==> config.mk <==
export PLATFORM = sky130hd
export DESIGN_NAME = hwloop_seq
export DESIGN_NICKNAME = d
export VERILOG_FILES = /design/src/rtl/hwloop_pkg.sv /design/src/rtl/hwloop_seq_dp.sv /design/src/rtl/hwloop_seq_ctrl.sv /design/src/rtl/hwloop_seq.sv
export SDC_FILE = /design/constraint.sdc
export NUM_CORES = 1
export LEC_CHECK = 0
export BUFFER_PORTS_ARGS = -buffer_cell sky130_fd_sc_hd__buf_2
export CAP_MARGIN = 20
export CORE_ASPECT_RATIO = 1.25
export CORE_MARGIN = 2
export CORE_UTILIZATION = 49
export DETAILED_ROUTE_END_ITERATION = 8
export GPL_ROUTABILITY_DRIVEN = 0
export PLACE_DENSITY = 0.76
export SYNTH_ARGS = -nofsm -noshare
export SYNTH_HDL_FRONTEND = slang
export SYNTH_SLANG_ARGS = --single-unit
==> constraint.sdc <==
create_clock -name clk -period 2.45 [get_ports clk]
set_clock_uncertainty 0.05 [all_clocks]
set_input_delay 0.49 -clock clk [delete_from_list [all_inputs] [get_ports clk]]
set_output_delay 0.49 -clock clk [all_outputs]
set_load 0.05 [all_outputs]
==> src/rtl/hwloop_pkg.sv <==
package hwloop_pkg;
  // Strobes from the sequencing control to the loop datapath
  typedef struct packed {
    logic push;      // store a new start address on top
    logic pop;       // discard the top entry
    logic load;      // capture end address and pass count
    logic dec;       // one pass consumed
    logic redirTop;  // jump back to the top stack entry
    logic redirSkip; // skip a zero-pass body
    logic setErr;    // stack misuse
  } loopStrb_t;
endpackage

==> src/rtl/hwloop_seq_dp.sv <==
module hwloop_seq_dp
  import hwloop_pkg::*;
#(
  parameter int AW    = 16,
  parameter int CW    = 16,
  parameter int DEPTH = 2
) (
  input  logic          clk,
  input  logic          rstN,
  input  loopStrb_t     strb,
  input  logic [AW-1:0] pcIn,
  input  logic [AW-1:0] doStartAddr,
  input  logic [AW-1:0] doEndAddr,
  input  logic [CW-1:0] doCount,
  output logic          atEnd,
  output logic          countGtOne,
  output logic          stackFull,
  output logic          stackEmpty,
  output logic          pcRedirect,
  output logic [AW-1:0] redirectPc
);
  localparam int DCW = $clog2(DEPTH + 1);
  localparam logic [DCW-1:0] FULL_CNT = DCW'(DEPTH);

  logic [AW-1:0]  loopEnd;
  logic [CW-1:0]  passLeft;
  logic [DCW-1:0] depthCnt;
  logic [AW-1:0]  stk [DEPTH];

  // Shift-register stack: entry 0 is always the top
  for (genvar i = 0; i < DEPTH; i++) begin : g_stk
    logic [AW-1:0] fromAbove;
    logic [AW-1:0] fromBelow;
    if (i == 0) begin : g_top
      assign fromAbove = doStartAddr;
    end else begin : g_mid
      assign fromAbove = stk[i-1];
    end
    if (i == DEPTH - 1) begin : g_last
      assign fromBelow = '0;
    end else begin : g_inner
      assign fromBelow = stk[i+1];
    end
    always_ff @(posedge clk or negedge rstN) begin
      if (!rstN)         stk[i] <= '0;
      else if (strb.push) stk[i] <= fromAbove;
      else if (strb.pop)  stk[i] <= fromBelow;
    end
  end

  always_ff @(posedge clk or negedge rstN) begin
    if (!rstN)          depthCnt <= '0;
    else if (strb.push) depthCnt <= depthCnt + 1'b1;
    else if (strb.pop)  depthCnt <= depthCnt - 1'b1;
  end

  always_ff @(posedge clk or negedge rstN) begin
    if (!rstN) begin
      loopEnd  <= '0;
      passLeft <= '0;
    end else if (strb.load) begin
      loopEnd  <= doEndAddr;
      passLeft <= doCount;
    end else if (strb.dec) begin
      passLeft <= passLeft - 1'b1;
    end
  end

  assign atEnd      = (pcIn == loopEnd);
  assign countGtOne = (passLeft > CW'(1));
  assign stackFull  = (depthCnt == FULL_CNT);
  assign stackEmpty = (depthCnt == '0);
  assign pcRedirect = strb.redirTop | strb.redirSkip;
  assign redirectPc = strb.redirTop ? stk[0] : doEndAddr + 1'b1;

  // Loop-back only happens at the end address with passes left
  assert_redir_at_end_R4: assert property (@(posedge clk) disable iff (!rstN)
    strb.redirTop |-> (atEnd && countGtOne && !stackEmpty));
  // Overflow or underflow leaves stack depth and top entry alone
  assert_err_keeps_stack_R8: assert property (@(posedge clk) disable iff (!rstN)
    strb.setErr |=> (depthCnt == $past(depthCnt) && stk[0] == $past(stk[0])));
  // Zero-pass start never loads or pushes
  assert_skip_no_load_R7: assert property (@(posedge clk) disable iff (!rstN)
    strb.redirSkip |-> (!strb.load && !strb.push));
  // Never push a full stack nor pop an empty one
  assert_no_overflow_R9: assert property (@(posedge clk) disable iff (!rstN)
    !(strb.push && stackFull) && !(strb.pop && stackEmpty));
endmodule

==> src/rtl/hwloop_seq_ctrl.sv <==
module hwloop_seq_ctrl
  import hwloop_pkg::*;
#(
  parameter int CW = 16
) (
  input  logic          clk,
  input  logic          rstN,
  input  logic          fetchAdv,
  input  logic          doCmd,
  input  logic [CW-1:0] doCount,
  input  logic          endDoCmd,
  input  logic          atEnd,
  input  logic          countGtOne,
  input  logic          stackFull,
  input  logic          stackEmpty,
  output loopStrb_t     strb,
  output logic          loopFlag,
  output logic          nestFlag,
  output logic          stackErr
);
  logic endHit;
  assign endHit = loopFlag && fetchAdv && atEnd;

  // Priority: loop start, then loop exit, then loop-end fetch
  always_comb begin
    strb = '0;
    if (doCmd) begin
      if (doCount == '0)   strb.redirSkip = 1'b1;
      else if (stackFull)  strb.setErr    = 1'b1;
      else begin
        strb.push = 1'b1;
        strb.load = 1'b1;
      end
    end else if (endDoCmd) begin
      if (stackEmpty) strb.setErr = 1'b1;
      else            strb.pop    = 1'b1;
    end else if (endHit) begin
      if (countGtOne) begin
        strb.redirTop = 1'b1;
        strb.dec      = 1'b1;
      end else if (stackEmpty) begin
        strb.setErr = 1'b1;
      end else begin
        strb.pop = 1'b1;
      end
    end
  end

  always_ff @(posedge clk or negedge rstN) begin
    if (!rstN) begin
      loopFlag <= 1'b0;
      nestFlag <= 1'b0;
    end else if (strb.push) begin
      nestFlag <= loopFlag;
      loopFlag <= 1'b1;
    end else if (strb.pop) begin
      loopFlag <= nestFlag;
      nestFlag <= 1'b0;
    end
  end

  always_ff @(posedge clk or negedge rstN) begin
    if (!rstN)            stackErr <= 1'b0;
    else if (strb.setErr) stackErr <= 1'b1;
  end

  // Loop flag mirrors whether the datapath stack holds anything
  assert_flag_tracks_stack_R2: assert property (@(posedge clk) disable iff (!rstN)
    loopFlag == !stackEmpty);
  assert_nest_copy_R3: assert property (@(posedge clk) disable iff (!rstN)
    strb.push |=> (nestFlag == $past(loopFlag)));
  assert_pop_restore_R5: assert property (@(posedge clk) disable iff (!rstN)
    strb.pop |=> (loopFlag == $past(nestFlag) && !nestFlag));
  assert_err_sticky_R12: assert property (@(posedge clk) disable iff (!rstN)
    stackErr |=> stackErr);
  assert_cmd_first_R11: assert property (@(posedge clk) disable iff (!rstN)
    (doCmd || endDoCmd) |-> (!strb.redirTop && !strb.dec));
  assert_idle_fetch_R10: assert property (@(posedge clk) disable iff (!rstN)
    (!fetchAdv || !atEnd) |-> !strb.redirTop);
  assert_one_redirect_R7: assert property (@(posedge clk) disable iff (!rstN)
    $onehot0({strb.redirTop, strb.redirSkip}));
endmodule

==> src/rtl/hwloop_seq.sv <==
module hwloop_seq
  import hwloop_pkg::*;
#(
  parameter int AW    = 16,
  parameter int CW    = 16,
  parameter int DEPTH = 2
) (
  input  logic          clk,
  input  logic          rstN,
  input  logic [AW-1:0] pcIn,
  input  logic          fetchAdv,
  input  logic          doCmd,
  input  logic [AW-1:0] doStartAddr,
  input  logic [AW-1:0] doEndAddr,
  input  logic [CW-1:0] doCount,
  input  logic          endDoCmd,
  output logic          pcRedirect,
  output logic [AW-1:0] redirectPc,
  output logic          loopFlag,
  output logic          nestFlag,
  output logic          stackErr
);
  loopStrb_t strb;
  logic atEnd, countGtOne, stackFull, stackEmpty;

  hwloop_seq_ctrl #(.CW(CW)) u_ctrl (
    .clk(clk), .rstN(rstN), .fetchAdv(fetchAdv), .doCmd(doCmd),
    .doCount(doCount), .endDoCmd(endDoCmd), .atEnd(atEnd),
    .countGtOne(countGtOne), .stackFull(stackFull), .stackEmpty(stackEmpty),
    .strb(strb), .loopFlag(loopFlag), .nestFlag(nestFlag), .stackErr(stackErr)
  );

  hwloop_seq_dp #(.AW(AW), .CW(CW), .DEPTH(DEPTH)) u_dp (
    .clk(clk), .rstN(rstN), .strb(strb), .pcIn(pcIn),
    .doStartAddr(doStartAddr), .doEndAddr(doEndAddr), .doCount(doCount),
    .atEnd(atEnd), .countGtOne(countGtOne), .stackFull(stackFull),
    .stackEmpty(stackEmpty), .pcRedirect(pcRedirect), .redirectPc(redirectPc)
  );
endmodule

==> summary.md, run 1 <==
| Metric | Value |
|---|---|
| Outcome | `finished with violations` |
| Failing checks | `setup timing` |
| Main synth FF type | `dfrtp_1` |
| PortBufs | `just under 90` |
| WL per Instance | `15.53 µm` |
| Clock edge transition at the registers on the reported setup and hold paths | `80 ps` |
| P per Cell Area | `908.6 nW/µm²` |
| Max Root-Sink Buffers | `2` |
| Number of synthesized flops with an enable pin | `0` |
| CP bufs+invs | `2` |
| Residual DRC | `0` |
| Largest net degree at the start of global routing | `49` |
| WP data arrival | `2450 ps` |
| Leakage Power | `2.585 nW` |
| Site Rows | `36` |
| First-pass GRT wire length | `between 15 and 20 mm` |
| Total Power | `between 5 and 6 mW` |
| Post-synth ARST share | `100.0%` |
| Syn Area/Cell | `8.503 µm²` |
| Yosys cell types | `48` |
| # Max-Cap Violations | `0` |
| Post-synth top area share | `roughly 43%` |
| Top cells by area, synth | `dfrtp_1 (43%), nand2_1 (10%), mux2i_1 (6.0%)` |
| Total grt overflow | `0` |
| CTS tree | `yes` |
| Placeable Area | `between 7000 and 8000 µm²` |
| Minimum clock period | `around 3000 ps` |
| Initial antenna violation count | `0` |
| Req. time, crit path | `1910 ps` |
| Critical Path Most Common Cell | `buf_8` |
| Layout cells sized above 1 | `36.06%` |
| Count leader, synth | `nand2_1` |
| Final wirelength | `between 10 and 15 mm` |
| CP max stage cell | `or4_4` |
| # fillers | `between 500 and 600` |
| P&R area growth vs syn | `41.95%` |
| Final Util | `72.38%` |
| Die Y | `around 100 µm` |
| Die width | `between 80 and 90 µm` |
| Register area share after synthesis | `43.21%` |
| DR vias | `3979` |
| Clock Root Buffer | `clkbuf_8` |
| Yosys warns | `0` |
| Slew Viols, Final | `0` |
| Syn Nets | `542` |
| Final period utilization | `122.2%` |
| Hold Path Class | `in -> async` |
| Clock sinks | `69` |
| Final hold vios | `0` |
| Worst setup EP type | `output pin` |
| Boundary Pins | `slightly below 90` |
| CP startpoint | `u_dp.passLeft[3]` |
| Maximum VDD drop | `~0.0007 V` |
| Fin Hold WS | `66.73 ps` |
| Vias in the first global route | `4078` |
| GRT Resource Usage Total | `26.45%` |
| Pre-Repair DR Iteration Count | `4` |
| Fmax | `333.9 MHz` |
| CP Cell Sequence | `or4_4 > or2_4 > o21ba_4 > nand3_4 > buf_8 > mux2_4 > buf_8` |
| Final setup vio count | `17` |
| Worst Setup Path Type | `reg -> out` |
| Initial Utilization | `50.99%` |
| Nets | `between 600 and 700` |
| Most instantiated cells after synthesis | `nand2_1 (107), dfrtp_1 (69), nor2_1 (44)` |
| Worst slew pin tran | `629.1 ps` |
| CP delay by family, top | `simple AND/OR/NAND/NOR gates` |
| Via density | `about 5.5` |
| R2R cell count | `8` |
| Ant diodes | `0` |
| Max FO, Critical Path | `6` |
| Synthesized instance count | `470` |
| RSZ-0062 raised after global routing | `true` |
| Yosys reg bits | `69` |
| Routed Antenna Nets | `0` |
| Slowest stage delay, CP | `540 ps` |
| Synth area leader | `dfrtp_1` |
| Max H-tree Level | `3` |
| Die Area | `8899 µm²` |
| Num CTS Buffers | `9` |
| Mapped Area | `3996 µm²` |
| Slew Limit Headroom | `58.06%` |
| CP startpoint kind | `flip-flop` |
| PnR worst setup slack | `-544.5 ps` |
| Reg-to-Reg Start | `u_dp.passLeft[3]` |
| Clk Latency, worst-skew pair | `360 ps` |
| Initial DRC Count | `around 240` |
| HPWL after detailed placement | `7.817 mm` |
| Critical path depth in cells | `7` |
==> logic make-up (layout without fill, tap and decap cells) <==
kind of cell	count (synthesis)	after routing	synth area share, %
buffers and inverters	30	184	4.038
AND/OR/NAND/NOR	226	226	25.83
XOR/XNOR	31	31	6.794
adder cells (fa/ha/maj)	3	3	0.9394
AO/OA/AOI/OAI	86	86	12.90
multiplexers	25	25	6.293
flip-flops	69	69	43.21
==> state kept, by name, indices dropped and copies added, names as in the netlist <==
signal	flops
u_ctrl.loopFlag	1
u_ctrl.nestFlag	1
u_ctrl.stackErr	1
u_dp.depthCnt	2
u_dp.g_stk.fromAbove	16
u_dp.g_stk.fromBelow	16
u_dp.loopEnd	16
u_dp.passLeft	16
==> worst paths after layout <==
kind                                                    to  slack, ps
worst max-delay path                         redirectPc[1]       -540
worst max register to register            u_dp.depthCnt[0]         70
max in group asynchronous                u_dp.passLeft[14]       1640
min in group clk                          u_dp.loopEnd[15]        300
worst min-delay path            u_dp.g_stk[0].fromBelow[8]         70
worst min register to register             u_ctrl.stackErr        440
==> timing repair <==
item | 4_1_cts | 5_1_grt
pin swaps | 4 | 1
setup endpoints to repair | 17 | 18
hold buffers | 0 | 0
gates resized for setup | 65 | 6
setup buffers | 12 | 5
endpoints found under the hold margin | 0 | 0
==> where the power goes <==
part           switching, mW  internal, mW  total (mW)
Combinational           1.17         0.989        2.16
Sequential             0.438          1.66        2.10
Clock                  0.445         0.451       0.897
==> area by class of cell <==
type / count / area (µm²) / area share, %
Inverter: 5 / 18.77 / 0.3308
Tap cell: 95 / 118.9 / 2.095
Multi-Input combinational cell: 371 / 2405 / 42.39
Timing Repair Buffer: 163 / 1207 / 21.28
Clock buffer: 12 / 165.2 / 2.911
Clock inverter: 4 / 31.28 / 0.5514
Sequential cell: 69 / 1727 / 30.44
==> cells in the final DEF (no fill, tap or decap), types with 4 or more instances in the layout <==
cell type,Yosys,layout
nand2_1,107,107
buf_2,3,71
dfrtp_1,69,69
buf_4,3,66
nor2_1,44,30
mux2i_1,24,24
o21ai_0,22,21
nand3_1,19,18
xnor2_1,19,17
a21oi_1,32,17
buf_6,3,17
a21oi_4,0,15
xor2_1,12,12
clkbuf_8,0,12
nor3_1,11,11
nor4_1,11,9
nor2_2,0,8
and3_1,7,7
a21o_1,7,7
nand4_1,6,6
nor2_4,0,6
buf_12,0,6
inv_1,5,5
o211ai_1,5,5
or3_1,5,5
o31ai_1,4,4
==> routing by layer <==
metal	GRT usage, %	wire [µm]	part of all wire [%]	up-vias
li1	-	-	-	1931
met2	46.29	5829	52	121
met5	0	0	0	-
met1	30.67	4346	39	1893
met4	13.15	452	4.0	0
met3	4.739	539	4.8	34
==> per-stage QoR <==
stage	cell area [µm²]	worst slack [ps]	std cells	setup TNS (ps)
floorplan	4199	-220.9	470	-3140
global placement	5082	-310.4	686	-4512
detailed placement	5082	-401.3	686	-5549
CTS	5600	-527.1	714	-7903
global route	5673	-591.3	719	-9130
finish	5673	-544.5	719	-8116
Note: power is estimated with default switching activity, not from simulation.
==> inputs of run 2 (changes only) <==
--- a/config.mk
+++ b/config.mk
@@ -13,6 +13,7 @@
 export DETAILED_ROUTE_END_ITERATION = 8
 export GPL_ROUTABILITY_DRIVEN = 0
 export PLACE_DENSITY = 0.76
+export REMOVE_ABC_BUFFERS = 1
 export SYNTH_ARGS = -nofsm -noshare
 export SYNTH_HDL_FRONTEND = slang
 export SYNTH_SLANG_ARGS = --single-unit
==> summary.md, run 2 (synthesis gave the netlist of run 1 again) <==
| Metric | Value |
|---|---|
| Outcome | `finished with violations (unchanged)` |
| Failing checks | `setup timing (unchanged)` |
| Worst setup EP type | `output pin (unchanged)` |
| Final setup vio count | `17 (unchanged)` |
| Slew Limit Headroom | `68.20% (was 58.06%)` |
| WL per Instance | `16.40 µm (was 15.53 µm)` |
| Placeable Area | `7838 µm² (unchanged)` |
| Most frequent cells in the layout | `nand2_1 (107), buf_2 (72), dfrtp_1 (69) (was nand2_1 (107), buf_2 (71), dfrtp_1 (69))` |
| Largest net degree at the start of global routing | `51 (was 49)` |
| Max FO, Critical Path | `6 (unchanged)` |
| # fillers | `626 (was 590)` |
| Initial Utilization | `50.99% (unchanged)` |
| DR vias | `3988 (was 3979)` |
| # Max-Cap Violations | `0 (unchanged)` |
| Final wirelength | `11.43 mm (was 11.17 mm)` |
| Ant diodes | `0 (unchanged)` |
| Req. time, crit path | `1910 ps (about the same)` |
| Maximum VDD drop | `0.0005436 V (was 0.0007020 V)` |
| CTS tree | `yes (unchanged)` |
| Comb pwr share | `41.5% (was 41.9%)` |
| RSZ-0062 raised after global routing | `true (unchanged)` |
| Flop pwr share | `41.2% (was 40.7%)` |
| Residual DRC | `0 (unchanged)` |
| Worst Setup Path Type | `reg -> out (unchanged)` |
| Die Y | `105.0 µm (unchanged)` |
| First-pass GRT wire length | `18.23 mm (was 18.80 mm)` |
| R2R cell count | `9 (was 8)` |
| Initial DRC Count | `261 (was 238)` |
| P&R area growth vs syn | `34.72% (was 41.95%)` |
| Clock Root Buffer | `clkbuf_8 (unchanged)` |
| HPWL after detailed placement | `7.633 mm (was 7.817 mm)` |
| Total grt overflow | `0 (unchanged)` |
| GRT Resource Usage Total | `25.77% (was 26.45%)` |
| Num CTS Buffers | `9 (unchanged)` |
| PortBufs | `88 (unchanged)` |
| Final period utilization | `122.9% (was 122.2%)` |
| Leading cell type in the layout, fill and taps excluded | `nand2_1 (unchanged)` |
| Boundary Pins | `89 (unchanged)` |
| Placed cell areas | `4815 µm² (was 5082 µm²)` |
| Nets | `670 (was 691)` |
| P per Cell Area | `940.4 nW/µm² (was 908.6 nW/µm²)` |
| R2R setup slack | `40 ps (was 70 ps)` |
| Vias in the first global route | `3853 (was 4078)` |
| Clk Latency, worst-skew pair | `360 ps (about the same)` |
| Clock edge transition at the registers on the reported setup and hold paths | `80 ps (about the same)` |
| Clock network power share | `17.2% (was 17.4%)` |
| Max H-tree Level | `3 (unchanged)` |
| Total Power | `5.063 mW (was 5.154 mW)` |
| Post-route cell area | `5384 µm² (was 5673 µm²)` |
| Site Rows | `36 (unchanged)` |
| Routed Antenna Nets | `0 (unchanged)` |
| CP Cell Sequence | `or4_4 > or2_4 > o21ba_4 > nand3_4 > buf_8 > nor2_2 > a21oi_2 > buf_6 (was or4_4 > or2_4 > o21ba_4 > nand3_4 > buf_8 > mux2_4 > buf_8)` |
| Sw frac | `40.29% (was 39.82%)` |
| Clock sinks | `69 (unchanged)` |
| PnR worst setup slack | `-560.2 ps (was -544.5 ps)` |
| Worst slew pin tran | `477.0 ps (was 629.1 ps)` |
| CP startpoint kind | `flip-flop (unchanged)` |
| Reg-to-Reg Start | `u_dp.passLeft[6] (was u_dp.passLeft[3])` |
| Initial antenna violation count | `0 (unchanged)` |
| Leakage Power | `2.439 nW (was 2.585 nW)` |
| Fmax | `332.2 MHz (was 333.9 MHz)` |
| Final hold vios | `0 (unchanged)` |
| Hold Path Class | `in -> async (unchanged)` |
| Minimum clock period | `3010 ps (was 2994 ps)` |
| Die width | `84.78 µm (unchanged)` |
| WP data arrival | `2470 ps (was 2450 ps)` |
| Slew Viols, Final | `0 (unchanged)` |
| Via density | `5.722 (was 5.534)` |
| Layout cells sized above 1 | `33.22% (was 36.06%)` |
| Cell-internal power | `3.023 mW (was 3.102 mW)` |
| Die Area | `8899 µm² (unchanged)` |
| CP max stage cell | `or4_4 (unchanged)` |
| Slowest stage delay, CP | `560 ps (was 540 ps)` |
| Pre-Repair DR Iteration Count | `4 (unchanged)` |
| Max Root-Sink Buffers | `2 (unchanged)` |
| CP startpoint | `u_dp.passLeft[6] (was u_dp.passLeft[3])` |
| NetSw | `2.040 mW (was 2.052 mW)` |
[run 2: cell count changes in the layout (fill, tap and decap cells not counted), sizes merged]
cell,change
buf,-24
clkinvlp,-3
clkbuf,+3
nand3,+2
[run 2: critical path, delay by kind of cell, from the launching register on]
kind | cells | cell delay (ps)
simple gates | 4 | 1030
compound gates | 2 | 370
flops | 1 | 380
buf+inv | 2 | 340
[run 2: final cells by class]
| cell class | instances | area, µm² | share of cell area (%) |
|---|---|---|---|
| tap | 95 | 118.9 | 2.208 |
| clock buffer | 14 | 172.7 | 3.207 |
| inverter | 5 | 18.77 | 0.3486 |
| timing repair buffer | 140 | 1007 | 18.71 |
| clock inverter | 1 | 5.005 | 0.09296 |
| multi-input combinational | 373 | 2335 | 43.37 |
| sequential | 69 | 1727 | 32.07 |
[run 2: path summary, 6_finish.rpt]
check | to
min in group clk | u_dp.passLeft[9]
worst max-delay path | redirectPc[10]
worst min-delay path | u_dp.passLeft[8]
max in group asynchronous | u_dp.passLeft[4]
worst min register to register | u_ctrl.stackErr
worst max register to register | u_dp.passLeft[6]
[run 2: what timing repair did]
| action | 4_1_cts | 5_1_grt |
|---|---|---|
| cloned | 3 | 1 |
| pin swaps | 3 | 9 |
| hold buffers | 0 | 0 |
| endpoints found under the setup margin | 24 | 23 |
| buffers inserted | 2 | 2 |
| resized for setup | 48 | 42 |
[run 2: through the flow]
stage	setup slack [ps]	TNS [ps]	util, %	hold slack, ps	std cells
after floorplan	-814.8	-29710	-	144.4	445
after detailed placement	-421.3	-7365	61.43	409.9	674
after global routing	-612.1	-9901	68.69	47.67	697
final	-560.2	-8865	68.69	22.56	697
after CTS	-533.3	-8300	66.17	25.92	694
after global placement	-360.0	-6121	61.43	404.5	674
[run 2: layer usage]
metal | wire, µm | share of wire (%) | vias up | global-route usage [%]
met4 | 296 | 2.6 | 0 | 9.864
met2 | 5826 | 51 | 183 | 43.48
met1 | 4458 | 39 | 1891 | 31.63
met5 | 0 | 0 | - | 0
li1 | - | - | 1885 | -
met3 | 852 | 7.5 | 29 | 6.319
[run 2: power groups by stage]
stage | clock, mW | sequential [mW] | combinational, mW
final | 0.872 | 2.09 | 2.10
after global routing | 0.933 | 2.14 | 2.35
after CTS | 0.878 | 2.05 | 2.02
after detailed placement | 0 | 2.05 | 1.94
after global placement | 0 | 2.02 | 1.88
after floorplan | 0 | 2.06 | 1.19
==> inputs of run 3 (changes only) <==
--- a/config.mk
+++ b/config.mk
@@ -9,10 +9,10 @@
 export CAP_MARGIN = 20
 export CORE_ASPECT_RATIO = 1.25
 export CORE_MARGIN = 2
-export CORE_UTILIZATION = 49
+export CORE_UTILIZATION = 55
 export DETAILED_ROUTE_END_ITERATION = 8
 export GPL_ROUTABILITY_DRIVEN = 0
-export PLACE_DENSITY = 0.76
+export PLACE_DENSITY = 0.81
 export REMOVE_ABC_BUFFERS = 1
 export SYNTH_ARGS = -nofsm -noshare
 export SYNTH_HDL_FRONTEND = slang
==> constraint.sdc (replaced) <==
create_clock -name clk -period 3.1 [get_ports clk]
set_clock_uncertainty 0.05 [all_clocks]
set_input_delay 0.62 -clock clk [delete_from_list [all_inputs] [get_ports clk]]
set_output_delay 0.62 -clock clk [all_outputs]
set_load 0.05 [all_outputs]
==> summary.md, run 3 (synthesis gave the netlist of run 1 again) <==
| Metric | Value |
|---|---|
| Die Area | `7968 µm² (was 8899 µm²)` |
| Total grt overflow | `0 (unchanged)` |
| Boundary Pins | `89 (unchanged)` |
| R2R cell count | `8 (was 9)` |
| Clock sinks | `69 (unchanged)` |
| Slew Limit Headroom | `47.56% (was 68.20%)` |
| Max H-tree Level | `3 (unchanged)` |
| Hold Path Class | `in -> async (unchanged)` |
| PnR worst setup slack | `-83.73 ps (was -560.2 ps)` |
| Initial Utilization | `56.93% (was 50.99%)` |
| Clk Latency, worst-skew pair | `360 ps (about the same)` |
| Slew Viols, Final | `0 (unchanged)` |
| Leading cell type in the layout, fill and taps excluded | `nand2_1 (unchanged)` |
| PortBufs | `88 (unchanged)` |
| Num CTS Buffers | `9 (unchanged)` |
| Ant diodes | `0 (unchanged)` |
| Max Root-Sink Buffers | `2 (unchanged)` |
| First-pass GRT wire length | `18.24 mm (was 18.23 mm)` |
| P per Cell Area | `800.3 nW/µm² (was 940.4 nW/µm²)` |
| # Max-Cap Violations | `0 (unchanged)` |
| Maximum VDD drop | `0.0004596 V (was 0.0005436 V)` |
| Final wirelength | `11.41 mm (was 11.43 mm)` |
| Vias in the first global route | `3886 (was 3853)` |
| Residual DRC | `0 (unchanged)` |
| CTS tree | `yes (unchanged)` |
| Met2 Usage GRT | `49.81% (was 43.48%)` |
| Via density | `5.900 (was 5.722)` |
| Flop pwr share | `41.1% (was 41.2%)` |
| Clock edge transition at the registers on the reported setup and hold paths | `80 ps (about the same)` |
| Routed Antenna Nets | `0 (unchanged)` |
| Cell-internal power | `2.475 mW (was 3.023 mW)` |
| Sw frac | `39.62% (was 40.29%)` |
| Clock network power share | `22.5% (was 17.2%)` |
| Minimum clock period | `3184 ps` |
| Final hold vios | `0 (unchanged)` |
| Initial DRC Count | `344 (was 261)` |
| P&R area growth vs syn | `28.18% (was 34.72%)` |
| Worst Setup Path Type | `reg -> out (unchanged)` |
| Largest net degree at the start of global routing | `51 (unchanged)` |
| Site Rows | `34 (was 36)` |
| Clock Root Buffer | `clkbuf_8 (unchanged)` |
| Most Crowded Layer GR | `met2 (unchanged)` |
| Worst slew pin tran | `786.7 ps (was 477.0 ps)` |
| Initial antenna violation count | `0 (unchanged)` |
| Leakage Power | `2.338 nW (was 2.439 nW)` |
| GRT Resource Usage Total | `29.44% (was 25.77%)` |
| Pre-Repair DR Iteration Count | `6 (was 4)` |
| Die width | `80.24 µm (was 84.78 µm)` |
| Req. time, crit path | `2430 ps (was 1910 ps)` |
| Final setup vio count | `16 (was 17)` |
| Failing checks | `setup timing (unchanged)` |
| CP startpoint kind | `flip-flop (unchanged)` |
| Final non-filler cell total | `668 (was 697)` |
| Reg-to-Reg Start | `u_dp.passLeft[5] (was u_dp.passLeft[6])` |
| GR met3 Demand/Resource | `5.717% (was 6.319%)` |
| Fmax | `314.1 MHz` |
| WL per Instance | `17.07 µm (was 16.40 µm)` |
| HPWL after detailed placement | `7.298 mm (was 7.633 mm)` |
| Grt met1 use | `36.70% (was 31.63%)` |
| Hold_buf cts | `0 (unchanged)` |
| DR vias | `3941 (was 3988)` |
| Layout cells sized above 1 | `28.03% (was 33.22%)` |
| RR Endpoint | `u_dp.passLeft[5] (was u_dp.passLeft[6])` |
| R2R setup slack | `570 ps (was 40 ps)` |
| Outcome | `finished with violations (unchanged)` |
| Nets | `645 (was 670)` |
| Placeable Area | `7019 µm² (was 7838 µm²)` |
| WP data arrival | `2510 ps (was 2470 ps)` |
| RSZ-0062 raised after global routing | `true (unchanged)` |
| NetSw | `1.624 mW (was 2.040 mW)` |
| Die Y | `99.31 µm (was 105.0 µm)` |
| Max FO, Critical Path | `8 (was 6)` |
| Comb pwr share | `36.4% (was 41.5%)` |
| Worst setup EP type | `output pin (unchanged)` |
| Final period utilization | `102.7%` |
| Total Neg Setup Slack | `-679.2 ps (was -8865 ps)` |
| Cell Count Post-Placement | `637 (was 674)` |
| Most frequent cells in the layout | `nand2_1 (107), buf_2 (72), dfrtp_1 (69) (unchanged)` |
[run 3: cell count changes in the layout (fill, tap and decap cells not counted), sizes merged]
cell,before,now
bufinv,0,3
nand3,23,21
clkinv,1,2
clkinvlp,0,1
buf,139,115
bufbuf,0,1
clkbuf,15,11
[run 3: repair_timing]
action / CTS / global route
pin swaps: 6 / 3
endpoints found under the setup margin: 17 / 17
gates cloned: 2 / 0
setup buffers: 9 / 4
resized for setup: 37 / 20
[run 3: worst max path at each step]
stage,end,start
finish,redirectPc[8],u_dp.loopEnd[13]
global route,redirectPc[6],u_dp.loopEnd[13]
CTS,redirectPc[13],u_dp.passLeft[5]
detailed placement,redirectPc[14],pcIn[1]
global placement,redirectPc[14],pcIn[3]
floorplan,redirectPc[0],pcIn[13]
[run 3: area by class of cell]
class                   count  area (µm²)
clock buffers              10       127.6
clock inverters             6       111.4
fillers                   516        1897
inverters                   5       18.77
multi-input cells         371        2220
flip-flops and latches     69        1727
well taps                  90       112.6
repair buffers            117       805.8
[run 3: critical path, cell delays in order, from the launching register on]
cell and delay (ps):
dfrtp_1 430, xor2_2 170, nor4_2 360, buf_4 190, and2_4 160, nand3_4 160
bufbuf_16 320, a21oi_1 140, buf_4 220
[run 3: power groups by stage]
stage	sequential, mW	clock (mW)	combinational (mW)
after floorplan	1.63	0	0.940
after global placement	1.66	0	1.27
after detailed placement	1.68	0	1.33
after CTS	1.67	0.911	1.41
after global routing	1.74	0.958	1.66
final	1.69	0.921	1.49
[run 3: layer usage]
layer | vias to the layer above | part of all wire (%)
met3 | 31 | 6.5
met4 | 0 | 2.9
met1 | 1900 | 39
li1 | 1828 | -
met2 | 182 | 52
met5 | - | 0
[run 3: stage by stage]
stage	total power, mW	worst slack (ps)	area [µm²]	hold WS, ps	util (%)
4_1_cts	3.991	-29.25	5011	314.3	71.39
3_3_place_gp	2.931	134.7	4556	428.3	64.90
2_1_floorplan	2.566	-385.4	3854	274.4	-
6_report	4.099	-83.73	5122	292.3	72.98
3_5_place_dp	3.011	59.28	4556	427.7	64.90
5_1_grt	4.359	-116.6	5122	357.9	72.98
